[config.mk]
export PLATFORM = sky130hd
export DESIGN_NAME = bus_bit_monitor
export DESIGN_NICKNAME = d
export VERILOG_FILES = /design/src/rtl/bus_bit_monitor.sv
export SDC_FILE = /design/constraint.sdc
export NUM_CORES = 1
export LEC_CHECK = 0
export CORE_AREA = 3 3 40 42
export CTS_CLUSTER_DIAMETER = 30
export DETAILED_ROUTE_END_ITERATION = 16
export DIE_AREA = 0 0 43 45
export DONT_BUFFER_PORTS = 1
export MAX_ROUTING_LAYER = met4
export PLACE_DENSITY = 0.33
export SLEW_MARGIN = 5
export SYNTH_ARGS = -nofsm -noshare
export SYNTH_HDL_FRONTEND = slang
export SYNTH_SLANG_ARGS = --single-unit
[constraint.sdc]
create_clock -name clk -period 1.4 [get_ports clk]
set_input_delay 0 -clock clk [delete_from_list [all_inputs] [get_ports clk]]
set_output_delay 0 -clock clk [all_outputs]
set_load 0.01 [all_outputs]
[src/rtl/bus_bit_monitor.sv]
module bus_bit_monitor (
  input  logic       clk,
  input  logic       rst_n,
  input  logic       sample_en,
  input  logic       tx_active,
  input  logic [1:0] field_sel,
  input  logic       tx_bit,
  input  logic       bus_bit,
  input  logic       frame_idle,
  output logic       drive_bit,
  output logic       arb_lost,
  output logic       bit_err,
  output logic       ack_err,
  output logic       release_bus
);

  localparam logic [1:0] FLD_OTHER = 2'b00;
  localparam logic [1:0] FLD_ARB   = 2'b01;
  localparam logic [1:0] FLD_ACK   = 2'b10;
  localparam logic [1:0] FLD_PFLAG = 2'b11;

  logic live, rec_seen_dom, dom_seen_rec;
  logic lose_nx, berr_nx, aerr_nx;

  assign live         = sample_en & tx_active & ~release_bus;
  assign rec_seen_dom = tx_bit & ~bus_bit;
  assign dom_seen_rec = ~tx_bit & bus_bit;

  assign lose_nx = live & (field_sel == FLD_ARB) & rec_seen_dom;
  assign aerr_nx = live & (field_sel == FLD_ACK) & tx_bit & bus_bit;
  assign berr_nx = live & (dom_seen_rec | (rec_seen_dom & (field_sel == FLD_OTHER)));

  assign drive_bit = release_bus | tx_bit;

  always_ff @(posedge clk or negedge rst_n) begin
    if (!rst_n) begin
      arb_lost    <= 1'b0;
      bit_err     <= 1'b0;
      ack_err     <= 1'b0;
      release_bus <= 1'b0;
    end else begin
      arb_lost    <= lose_nx;
      bit_err     <= berr_nx;
      ack_err     <= aerr_nx;
      release_bus <= frame_idle ? 1'b0 : (release_bus | lose_nx);
    end
  end

  AST_LOST_NOT_BITERR: assert property (@(posedge clk) disable iff (!rst_n)
    !(arb_lost && bit_err));
  AST_LOST_HOLDS_RELEASE: assert property (@(posedge clk) disable iff (!rst_n)
    arb_lost |-> release_bus);
  AST_RELEASED_RECESSIVE: assert property (@(posedge clk) disable iff (!rst_n)
    release_bus |-> drive_bit);
  AST_IDLE_CLEARS: assert property (@(posedge clk) disable iff (!rst_n)
    frame_idle |=> !release_bus);
  AST_NO_STROBE_QUIET: assert property (@(posedge clk) disable iff (!rst_n)
    (!sample_en || !tx_active) |=> !(arb_lost || bit_err || ack_err));
  AST_RELEASED_QUIET: assert property (@(posedge clk) disable iff (!rst_n)
    release_bus |=> !(arb_lost || bit_err || ack_err));
  AST_ONE_PULSE: assert property (@(posedge clk) disable iff (!rst_n)
    $onehot0({arb_lost, bit_err, ack_err}));
  AST_PFLAG_DOM_OK: assert property (@(posedge clk) disable iff (!rst_n)
    (sample_en && field_sel == FLD_PFLAG && !bus_bit) |=> !bit_err);

endmodule

# Word-level counts from Yosys, hierarchy flattened
# Index checks and enable logic that the tools add are counted.
# word_totals
register_bits	4
latch_bits	0
ram_bits	0
rom_bits	0
in_bits	9
out_inout_bits	5
wordCells	25
n_memories	0
# op_classes
addsub	0
n_mul	0
div_mod_pow	0
magnitude_cmp	0
eq_ne	2
shifts	0
mux	1
bitwise_logic	17
reduce_logical	1
# op_table
cell	n
bitwise AND 1 bit	11
inverter 1 bit	3
bitwise OR 1 bit	3
equality test 2 x 1 -> 1 bit, second input constant	1
equality test 2 bit, second input constant	1
zero test 2 bit	1
2-to-1 mux 1 bit	1

# Logic depth before layout (Yosys ltp)
# depth
ltp_word	6
mapped_depth	2
depth_no_buf	2

# Least setup slack after synthesis
# No wires, ideal clock.
# synth_timing
path_type	register to register
startpoint	register release_bus
endpoint	register bit_err
setup_time_ps	78
arrival_time_ps	710
t_required_ps	1322
path_slack_ps	612
path_stages_with_launch	3
path_buffers	0
synth_period_minus_slack_ps	788
cell_sequence	dfrtp_1 -> nand3b_1 -> a21oi_1
# synth_via
elab_chain_len	3
# synth_lines
element	line_no	source
start: declaration	14	output logic release_bus
start signal: assignment	45	release_bus <= frame_idle ? 1'b0 : (release_bus | lose_nx);
inverter 1 bit	25	assign live = sample_en & tx_active & ~release_bus;
bitwise AND 1 bit	25	
bitwise AND 1 bit	31	assign berr_nx = live & (dom_seen_rec | (rec_seen_dom & (field_sel == FLD_OTHER)));
via berr_nx	23	logic lose_nx, berr_nx, aerr_nx;
end signal: assignment	43	bit_err <= berr_nx;
end: declaration	12	output logic bit_err,
# The timed path passes the listed nets, and every way through them passes these cells.

# Worst setup path in the final report
# layout_timing
startpoint	input field_sel[1]
endpoint	register release_bus
# layout_via
elab_chain_len	5
# layout_lines
element	line_no	source
start: declaration	6	input logic [1:0] field_sel,
equality test 2 x 1 -> 1 bit	29	assign lose_nx = live & (field_sel == FLD_ARB) & rec_seen_dom;
bitwise AND 1 bit (2 in a row)	29	
bitwise OR 1 bit	45	
2-to-1 mux 1 bit	45	
# Every way passes these cells.

==> results.cfg <==
[synthesis]
ys_seq_elements = 4
seq_area_frac_synth_pct = 55.56
async_flop_share_pct = 100.0
yosys-top-cells-area = dfrtp_1, nand3b_1, nand4bb_1
yosysMostFrequentCell = dfrtp_1
yosysUniqueCellTypes = 11
yosys.area.top_type_share_pct = 55.56
post_synth.cell_area_avg_um2 = 11.26
synth_top_cell_by_area = dfrtp_1
syn_nets = 25
synth_ff_type = dfrtp_1
ys_warn_count = 0
netlist_instances = 16
synth_common_cells = dfrtp_1, nand3b_1, nor2_1
syn_area_um2 = 180.2
synth_edf_count = 0

[setup_path]
cp.required_ns = 1.57
r2r-start = release_bus$_DFF_PN0_
worstSetupEndpointType = flop
cp.arrival_ns = 1.50
r2r_end = release_bus$_DFF_PN0_
cp_max_fo = 3
r2r_slack_ns = 0.13
reg2regPathDepth = 3
worstSetupStartpointType = input port
crit_type = input port to flop

[timing]
tightest_slew_ns = 0.1898
slew_headroom_pct = 87.35
hold_viol_final = 0
fmax_ghz = 0.7504
period_minus_slack_ns = 1.333
period_share_pct = 95.18
fin_ws_ns = 0.06746
slew_viol_final = 0
clock_skew_ns = 0.0002757
setup-violations-final = 0

[outcome]
status = finished clean

[die]
initial_core_util_pct = 14.02
die-area_um2 = 1935
boundaryPins = 14
coreArea_um2 = 1285
die_h_um = 45
rows = 13
die_w_um = 43

[detailed_routing]
avgViaCountPerCell = 4.174
wl_um = 548
vias = 192
routedWlPerCell_um = 11.91
first_iter_violations = 0
post-route-drc-count = 0
antenna_left = 0
dr.pass1.iters = 1

[cts]
clock_sinks = 4
htreeDepth = 1
clk_pin_slew_worst_paths_ns = 0.04
clock_latency_ns = 0.23
cts_buffer_depth = 2
cts_tree = built
cts.root.buffer_cell = clkbuf_4
cts_setup_buffers = 0
numCtsBuffers = 3

[placed_design]
place_inst = 31
numPortBuffers = 0
dp_slack_ns = 0.5240
hpwl_um = 314.4
gp_congestion = 0.6266

[grt]
gr-usage-met2_pct = 10.18
grt_overflow = 0
grt_usage_pct = 7.069
grtUsageMet1_pct = 5.868
grt_pass1_wl_um = 841
busiest_layer = met2
grt_max_degree = 6
grt_use_met3_pct = 3.586
grt_pass1_vias = 218
antenna_found_initial = 0

[cells_and_area]
fin_util_pct = 26.78
area_growth_pct = 90.97
drive_above_1_share_pct = 16.13
n_fill_cell = 145
register_area_um2 = 100.1
instances_no_fill = 46
multiInputGateArea_um2 = 78.83
final_nets = 42
diodes = 0

[power]
p_leak_nw = 0.1353
irDropWorstVdd_v = 0.0002158
power_density_nw_per_um2 = 867.9

[worst_hold_path]
hold_path.class = input port to asynchronous set/reset pin

[flow_run]
drv_cap = 0
==> layer usage <==
layer	vias to the layer above	part of all wire, %
li1	89	-
met1	87	33
met2	14	50
met3	2	15
met4	0	1.3
met5	-	0
==> critical path, stage by stage <==
cell	delay, ns
dlygate4sd3_1	0.57
nand4bb_1	0.22
o22ai_1	0.15
dlygate4sd3_1	0.56
==> layout make-up <==
type,count,area share [%]
Timing Repair Buffer,12,34.91
Sequential cell,4,29.09
Inverter,1,1.091
Multi-Input combinational cell,11,22.91
Tap cell,15,5.455
Clock buffer,3,6.545
==> metrics by stage <==
step | hold slack, ns | TNS [ns] | instance area [um^2] | power, mW
floorplan | -0.2956 | 0 | 180.2 | 0.1315
global placement | -0.2955 | 0 | 198.9 | 0.1329
detailed placement | -0.2955 | 0 | 198.9 | 0.1332
CTS | 0.006385 | 0 | 341.6 | 0.3092
global route | 0.04015 | -0.003306 | 344.1 | 0.3195
finish | 0.03676 | 0 | 344.1 | 0.2986
==> how the worst max path moves through the flow <==
stage                               start                    end  cells after the start
CTS                               bus_bit  release_bus$_DFF_PN0_                      4
detailed placement  release_bus$_DFF_PN0_      bit_err$_DFF_PN0_                      2
global placement    release_bus$_DFF_PN0_      bit_err$_DFF_PN0_                      2
finish                       field_sel[1]  release_bus$_DFF_PN0_                      4
floorplan           release_bus$_DFF_PN0_      bit_err$_DFF_PN0_                      2
global route                 field_sel[1]     arb_lost$_DFF_PN0_                      4
==> power by group <==
part | internal (mW) | leakage [nW] | switching (mW)
Clock | 0.0957 | 0.0138 | 0.0444
Sequential | 0.118 | 0.0554 | 0.00203
Combinational | 0.0257 | 0.0661 | 0.0127
==> timing repair <==
action	in CTS	in global routing
endpoints found under the setup margin	0	1
hold endpoints to repair	8	0
gates resized for setup	0	1
hold buffers	12	0
==> kinds of logic after synthesis <==
logic type      after synthesis  share of synthesized area (%)
flops                         4                          55.56
buf+inv                       1                          2.081
compound gates                2                          6.250
simple gates                  9                          36.12
==> cells in the final DEF (no fill, tap or decap) <==
cell / synthesis / routed
a21oi_1: 1 / 1
clkbuf_4: 0 / 3
dfrtp_1: 4 / 4
dlygate4sd3_1: 0 / 12
inv_1: 1 / 1
nand2b_1: 1 / 1
nand3b_1: 2 / 2
nand4b_1: 1 / 1
nand4bb_1: 1 / 1
nor2_1: 2 / 1
nor2_2: 0 / 1
o22ai_1: 1 / 1
or2_2: 1 / 1
or4b_1: 1 / 1
==> sequential cells by signal (all words and copies together) (netlist names) <==
signal / cells
release_bus: 1
arb_lost: 1
bit_err: 1
ack_err: 1
Power figures use the tool's default switching activity.
